`src/rtl/spio_pkg.sv`:
```
package spio_pkg;
    localparam int REG_AW      = 3;
    localparam int CFG_W       = 8;
    localparam int NPORT       = 2;
    localparam int SYNC_STAGES = 2;

    localparam int CFG_CLRMODE = 7;
    localparam int CFG_OD_A    = 5;
    localparam int CFG_OD_B    = 4;
    localparam int CFG_DIR_A   = 3;
    localparam int CFG_DIR_B   = 2;
    localparam int CFG_POL_A   = 1;
    localparam int CFG_POL_B   = 0;
    localparam logic [CFG_W-1:0] CFG_MASK = 8'hBF;

    localparam logic [REG_AW-1:0] RA_CFG   = 3'd0;
    localparam logic [REG_AW-1:0] RA_IEN   = 3'd1;
    localparam logic [REG_AW-1:0] RA_STAT  = 3'd2;
    localparam logic [REG_AW-1:0] RA_LAT_A = 3'd3;
    localparam logic [REG_AW-1:0] RA_LAT_B = 3'd4;
    localparam logic [REG_AW-1:0] RA_PIN_A = 3'd5;
    localparam logic [REG_AW-1:0] RA_PIN_B = 3'd6;

    typedef enum logic {OP_IDLE, OP_PULSE} opulse_e;
    typedef enum logic {IE_LOW, IE_HIGH} iedge_e;

    typedef struct packed {
        logic dir;
        logic od;
        logic pol;
    } port_cfg_t;
endpackage

```
`src/rtl/spio_sync.sv`:
```
module spio_sync #(
    parameter int W      = 1,
    parameter int STAGES = 2
)(
    input  logic         clk,
    input  logic         rst_n,
    input  logic [W-1:0] d,
    output logic [W-1:0] q
);
    logic [W-1:0] stg [STAGES];

    always_ff @(posedge clk or negedge rst_n) begin
        if (!rst_n) begin
            for (int i = 0; i < STAGES; i++) stg[i] <= '0;
        end else begin
            stg[0] <= d;
            for (int i = 1; i < STAGES; i++) stg[i] <= stg[i-1];
        end
    end

    assign q = stg[STAGES-1];
endmodule

```
`src/rtl/spio_port.sv`:
```
module spio_port
    import spio_pkg::*;
#(
    parameter int DW = 8
)(
    input  logic          clk,
    input  logic          rst_n,
    input  port_cfg_t     cfg,
    input  logic          wr_lat,
    input  logic [DW-1:0] wdata,
    input  logic [DW-1:0] pin_i,
    input  logic          stb_i,
    output logic [DW-1:0] lat_q,
    output logic [DW-1:0] pin_o,
    output logic [DW-1:0] pin_oe,
    output logic          stb_o,
    output logic          stb_oe,
    output logic          cap_o
);
    logic    stb_s;
    logic    lvl;
    logic    cap;
    logic    pulse;
    iedge_e  ie_q, ie_d;
    opulse_e op_q, op_d;

    spio_sync #(.W(1), .STAGES(SYNC_STAGES)) u_sync (
        .clk   (clk),
        .rst_n (rst_n),
        .d     (stb_i),
        .q     (stb_s)
    );

    // Gated strobe level: forced low in output mode.
    assign lvl = ~cfg.dir & (stb_s ^ cfg.pol);

    // State registers
    always_ff @(posedge clk or negedge rst_n) begin
        if (!rst_n) begin
            ie_q <= IE_LOW;
            op_q <= OP_IDLE;
        end else begin
            ie_q <= ie_d;
            op_q <= op_d;
        end
    end

    // Input edge machine
    always_comb begin
        ie_d = ie_q;
        cap  = 1'b0;
        unique case (ie_q)
            IE_LOW: begin
                if (lvl) begin
                    ie_d = IE_HIGH;
                    cap  = 1'b1;
                end
            end
            IE_HIGH: begin
                if (!lvl) ie_d = IE_LOW;
            end
        endcase
    end

    // Strobe pulse machine
    always_comb begin
        op_d = op_q;
        unique case (op_q)
            OP_IDLE: begin
                if (wr_lat && cfg.dir) op_d = OP_PULSE;
            end
            OP_PULSE: begin
                if (!(wr_lat && cfg.dir)) op_d = OP_IDLE;
            end
        endcase
    end

    // Data latch: capture wins over a bus write in the same cycle.
    always_ff @(posedge clk or negedge rst_n) begin
        if (!rst_n)      lat_q <= '0;
        else if (cap)    lat_q <= pin_i;
        else if (wr_lat) lat_q <= wdata;
    end

    // Outputs
    always_comb begin
        pulse  = (op_q == OP_PULSE);
        stb_o  = cfg.pol ? pulse : ~pulse;
        stb_oe = cfg.dir;
        cap_o  = cap;
        if (!cfg.dir) begin
            pin_o  = '0;
            pin_oe = '0;
        end else if (cfg.od) begin
            pin_o  = '0;
            pin_oe = ~lat_q;
        end else begin
            pin_o  = lat_q;
            pin_oe = '1;
        end
    end
endmodule

```
`src/rtl/spio_irq.sv`:
```
module spio_irq #(
    parameter int NP = 2
)(
    input  logic          clk,
    input  logic          rst_n,
    input  logic          clr_mode,
    input  logic [NP-1:0] set,
    input  logic [NP-1:0] clr_rd,
    input  logic [NP-1:0] clr_wr,
    input  logic [NP-1:0] ien,
    output logic [NP-1:0] flags,
    output logic          irq
);
    for (genvar g = 0; g < NP; g++) begin : g_flag
        always_ff @(posedge clk or negedge rst_n) begin
            if (!rst_n)
                flags[g] <= 1'b0;
            else if (set[g])
                flags[g] <= 1'b1;
            else if (clr_mode ? clr_wr[g] : clr_rd[g])
                flags[g] <= 1'b0;
        end
    end

    assign irq = |(flags & ien);
endmodule

```
`src/rtl/strobed_pio.sv`:
```
module strobed_pio
    import spio_pkg::*;
#(
    parameter int DW = 8
)(
    input  logic              clk,
    input  logic              rst_n,
    input  logic [REG_AW-1:0] addr,
    input  logic              wr_en,
    input  logic              rd_en,
    input  logic [DW-1:0]     wdata,
    output logic [DW-1:0]     rdata,
    output logic              irq,
    input  logic [DW-1:0]     pa_in,
    output logic [DW-1:0]     pa_out,
    output logic [DW-1:0]     pa_oe,
    input  logic              sa_in,
    output logic              sa_out,
    output logic              sa_oe,
    input  logic [DW-1:0]     pb_in,
    output logic [DW-1:0]     pb_out,
    output logic [DW-1:0]     pb_oe,
    input  logic              sb_in,
    output logic              sb_out,
    output logic              sb_oe
);
    logic [CFG_W-1:0] cfg_q;
    logic [NPORT-1:0] ien_q;
    logic [NPORT-1:0] flags;
    logic [NPORT-1:0] cap;
    logic [NPORT-1:0] clr_rd;
    logic [NPORT-1:0] clr_wr;
    logic [NPORT-1:0] wr_lat;

    port_cfg_t        pcfg   [NPORT];
    logic [DW-1:0]    pin_i  [NPORT];
    logic [DW-1:0]    pin_o  [NPORT];
    logic [DW-1:0]    pin_oe [NPORT];
    logic [DW-1:0]    lat_q  [NPORT];
    logic             stb_i  [NPORT];
    logic             stb_o  [NPORT];
    logic             stb_oe [NPORT];

    // Bus registers
    always_ff @(posedge clk or negedge rst_n) begin
        if (!rst_n) begin
            cfg_q <= '0;
            ien_q <= '0;
        end else if (wr_en) begin
            if (addr == RA_CFG) cfg_q <= wdata[CFG_W-1:0] & CFG_MASK;
            if (addr == RA_IEN) ien_q <= wdata[NPORT-1:0];
        end
    end

    // Per-port configuration fields
    assign pcfg[0] = '{dir: cfg_q[CFG_DIR_A], od: cfg_q[CFG_OD_A], pol: cfg_q[CFG_POL_A]};
    assign pcfg[1] = '{dir: cfg_q[CFG_DIR_B], od: cfg_q[CFG_OD_B], pol: cfg_q[CFG_POL_B]};

    assign pin_i[0] = pa_in;
    assign pin_i[1] = pb_in;
    assign stb_i[0] = sa_in;
    assign stb_i[1] = sb_in;

    assign wr_lat[0] = wr_en && (addr == RA_LAT_A);
    assign wr_lat[1] = wr_en && (addr == RA_LAT_B);
    assign clr_rd[0] = rd_en && (addr == RA_LAT_A);
    assign clr_rd[1] = rd_en && (addr == RA_LAT_B);
    assign clr_wr    = (wr_en && (addr == RA_STAT)) ? wdata[NPORT-1:0] : '0;

    for (genvar g = 0; g < NPORT; g++) begin : g_port
        spio_port #(.DW(DW)) u_port (
            .clk    (clk),
            .rst_n  (rst_n),
            .cfg    (pcfg[g]),
            .wr_lat (wr_lat[g]),
            .wdata  (wdata),
            .pin_i  (pin_i[g]),
            .stb_i  (stb_i[g]),
            .lat_q  (lat_q[g]),
            .pin_o  (pin_o[g]),
            .pin_oe (pin_oe[g]),
            .stb_o  (stb_o[g]),
            .stb_oe (stb_oe[g]),
            .cap_o  (cap[g])
        );
    end

    spio_irq #(.NP(NPORT)) u_irq (
        .clk      (clk),
        .rst_n    (rst_n),
        .clr_mode (cfg_q[CFG_CLRMODE]),
        .set      (cap),
        .clr_rd   (clr_rd),
        .clr_wr   (clr_wr),
        .ien      (ien_q),
        .flags    (flags),
        .irq      (irq)
    );

    assign pa_out = pin_o[0];
    assign pa_oe  = pin_oe[0];
    assign sa_out = stb_o[0];
    assign sa_oe  = stb_oe[0];
    assign pb_out = pin_o[1];
    assign pb_oe  = pin_oe[1];
    assign sb_out = stb_o[1];
    assign sb_oe  = stb_oe[1];

    // Read multiplexer
    always_comb begin
        unique case (addr)
            RA_CFG:   rdata = DW'(cfg_q);
            RA_IEN:   rdata = DW'(ien_q);
            RA_STAT:  rdata = DW'(flags);
            RA_LAT_A: rdata = lat_q[0];
            RA_LAT_B: rdata = lat_q[1];
            RA_PIN_A: rdata = pa_in;
            RA_PIN_B: rdata = pb_in;
            default:  rdata = '0;
        endcase
    end
endmodule

```
`config.mk`:
```
export PLATFORM = sky130hd
export DESIGN_NAME = strobed_pio
export DESIGN_NICKNAME = d
export VERILOG_FILES = /design/src/rtl/spio_pkg.sv /design/src/rtl/spio_sync.sv /design/src/rtl/spio_port.sv /design/src/rtl/spio_irq.sv /design/src/rtl/strobed_pio.sv
export SDC_FILE = /design/constraint.sdc
export NUM_CORES = 1
export LEC_CHECK = 0
export ABC_AREA = 0
export CAP_MARGIN = 5
export CORE_MARGIN = 2
export CORE_UTILIZATION = 40
export CTS_BUF_LIST = sky130_fd_sc_hd__clkbuf_8 sky130_fd_sc_hd__clkbuf_16
export CTS_CLUSTER_DIAMETER = 150
export DETAILED_ROUTE_END_ITERATION = 10
export DONT_BUFFER_PORTS = 1
export PLACE_DENSITY = 0.55
export REMOVE_ABC_BUFFERS = 1
export SYNTH_ARGS = -nofsm -noshare
export SYNTH_HDL_FRONTEND = slang
export SYNTH_SLANG_ARGS = --single-unit
```
`constraint.sdc`:
```
create_clock -name clk -period 6.3 [get_ports clk]
set_clock_uncertainty 0.1 [all_clocks]
set_input_delay 1.89 -clock clk [delete_from_list [all_inputs] [get_ports clk]]
set_output_delay 1.89 -clock clk [all_outputs]
set_load 0.02 [all_outputs]
```
==> run_results.csv <==
group,metric,value,unit
run_status,status,"complete, no violations",
synth,synth-async-reset-ratio,100,%
global_routing,grt_use_total,21.0,%
place,place_congestion,0.890,
synth,synth_ff_type,"dfrtp_1",
place,io_buffer_count,0,
clocking,cts_tree,"built",
clocking,clockRootBuffer,"clkbuf_8",
timing,clock.fmax,0.197,GHz
timing,slew_violations,0,
clocking,clockBufferDepth,2,
synth,syn_inst,207,
drt,drtIter0Drc,69,
timing,fin_crit,5.08,ns
setup_path,cp-start-kind,"input pin",
min_path,min_path_type,"flip-flop to flip-flop",
synth,syn-cell-area,2130,um2
setup_path,cp.arrival,3.09,ns
clocking,holdBufCountCts,0,
timing,finalSetupTns,0,ns
clocking,cts_resized,0,
floorplanning,pin_count,78,
clocking,clkSlewWorstSetupHoldPaths,0.07,ns
place,dpl_worst_slack,1.22,ns
timing,setup_viol,0,
synth,ys_ff_latch,35,
global_routing,grt_max_degree,36,
floorplanning,num_rows,26,
clocking,cts_buffers,5,
floorplanning,dieArea,5940,um2
synth,syn_area_per_cell,10.3,um2
setup_path,worstPathRequired,4.31,ns
floorplanning,die_x,77.1,um
timing,rsz0062_at_grt,"no",
timing,finalHoldViolCount,0,
drt,wl_per_cell,22.6,um
floorplanning,start_util,41.5,%
clocking,clkLatencyLatePin,0.28,ns
global_routing,grt_remaining_overflow,0,
drt,drtPass1Iterations,4,
synth,synth-edff-count,0,
global_routing,grt_pass1_vias,1667,
setup_path,cp_max_fo,14,
clocking,cts_setup_buffers,0,
synth,yosys_warnings,0,
final_layout,num_antenna_cells,0,
global_routing,grt_pass1_wl,9700,um
pwr,leakagePower,0.899,nW
drt,wl,6070,um
clocking,clock-sinks,35,
pwr,power.density,396,nW/um2
final_layout,nFillCells,535,
floorplanning,die_h,77.1,um
drt,drc,0,
global_routing,antenna_found_initial,0,
final_layout,utilization,43.5,%
timing,period_share,80.6,%
timing,relSlewSlack,46.4,%
run,maxCapViolCount,0,
final_layout,nNetsFinal,231,
timing,fin_ws,1.22,ns
setup_path,critPathKind,"input pin to primary output",
floorplanning,core_area,5140,um2
drt,vias,1685,
clocking,htreeDepth,2,
timing,tightest_slew,0.798,ns
synth,seq_area_frac_synth,41.0,%
drt,viasPerCell,6.26,
final_layout,syn2layout_area_growth,4.81,%
drt,antenna_left,0,
final_layout,seqCellArea,876,um2
pwr,peakVddDrop,126,uV
pwr,power,886,uW
setup_path,endpoint_kind,"primary output",
final_layout,drive_above_1_share,15.1,%
synth,yosysUniqueCellTypes,35,
place,hpwl,4530,um
final_layout,multi_input_area,1170,um2
## path summary, 6_finish.rpt
check / startpoint / endpoint / slack [ns] / cells past startpoint
max in group asynchronous: rst_n / g_port[0].u_port.lat_q[3]$_DFFE_PN0P_ / 4.82 / 0
max: addr[0] / rdata[1] / 1.22 / 3
min reg2reg: g_port[0].u_port.u_sync.stg[1]$_DFF_PN0_ / g_port[0].u_port.u_sync.q$_DFF_PN0_ / 0.25 / 0
min in group asynchronous: rst_n / g_port[0].u_port.lat_q[2]$_DFFE_PN0P_ / 1.20 / 0
max reg2reg: cfg_q[0]$_DFFE_PN0P_ / u_irq.flags[1]$_DFFE_PN0P_ / 4.39 / 3
min: g_port[0].u_port.u_sync.stg[1]$_DFF_PN0_ / g_port[0].u_port.u_sync.q$_DFF_PN0_ / 0.25 / 0
## flip-flops by register name, indices dropped and copies added, names as in the netlist
register and cells:
cfg_q 7, g_port.u_port.ie_q 2, g_port.u_port.lat_q 16, g_port.u_port.op_q 2
g_port.u_port.u_sync.q 2, g_port.u_port.u_sync.stg 2, ien_q 2, u_irq.flags 2
## kinds of logic after synthesis
group | share of synthesized area [%]
AO/OA/AOI/OAI | 16.4
XOR/XNOR | 1.99
buffers and inverters | 4.45
flip-flops | 41.0
multiplexers | 19.7
AND/OR/NAND/NOR | 16.4
## layer usage
metal	GRT usage (%)	share of wire (%)	vias to the layer above
met2	32.6	47	76
li1	-	-	757
met1	28.3	42	840
met5	0	0	-
met4	6.25	1.7	0
met3	6.47	9.2	12
## layout make-up
cell class	count	share of cell area (%)
repair buffers	1	0.336
flip-flops and latches	35	39.1
multi-input cells	151	52.3
clock inverters	3	0.559
inverters	4	0.671
clock buffers	5	3.08
well taps	70	3.91
## worst max-delay path, stage by stage
cell and delay, ns:
nor2b_1 0.41, a22oi_1 0.16, o21ai_0 0.62
## report_power, final
part           internal (mW)  leakage [nW]  switching [mW]
sequential             0.297         0.405           0.105
combinational          0.128         0.444           0.203
clock                 0.0743        0.0505          0.0778
## cell usage after synthesis (2+ instances only)
cell      number  area [um2]
nor2b_1        3        18.8
nor4bb_1       2        20.0
and3_1         2        12.5
nor2_1         5        18.8
a21oi_1       27         135
dfrtp_1       35         876
mux2_4         2        30.0
mux2_2        17         191
nor4_1        14        87.6
o41ai_1        2        17.5
inv_1          4        15.0
a221oi_1       5        43.8
clkbuf_1       8        30.0
a22oi_1        7        52.6
nand2_1        4        15.0
xnor2_1        3        26.3
o21ai_0        4        20.0
or3_1          2        12.5
buf_2          7        35.0
a21boi_0       8        60.1
and2_1        18         113
mux2i_1       15         150
## layout by cell type (no fill, tap or decap), types with 2 or more instances in the layout
master / Yosys / final
nand2_1: 4 / 4
inv_1: 4 / 6
mux2_2: 17 / 17
xnor2_1: 3 / 3
nor2b_1: 3 / 3
and2_1: 18 / 18
or3_1: 2 / 2
o41ai_1: 2 / 2
mux2_4: 2 / 2
mux2i_1: 15 / 15
a221oi_1: 5 / 5
a22oi_1: 7 / 7
nor2_1: 5 / 5
a21boi_0: 8 / 8
dfrtp_1: 35 / 35
clkbuf_8: 0 / 5
and3_1: 2 / 2
nor4_1: 14 / 14
a21oi_1: 27 / 27
o21ai_0: 4 / 4
## through the flow
step | instances | hold slack (ns) | area [um2]
finish | 269 | 0.250 | 2240
CTS | 269 | 0.252 | 2240
global placement | 261 | 0.234 | 2160
floorplan | 190 | 0.231 | 2050
detailed placement | 261 | 0.235 | 2160
global route | 269 | 0.258 | 2240
Note: power is estimated with default switching activity, not from simulation.
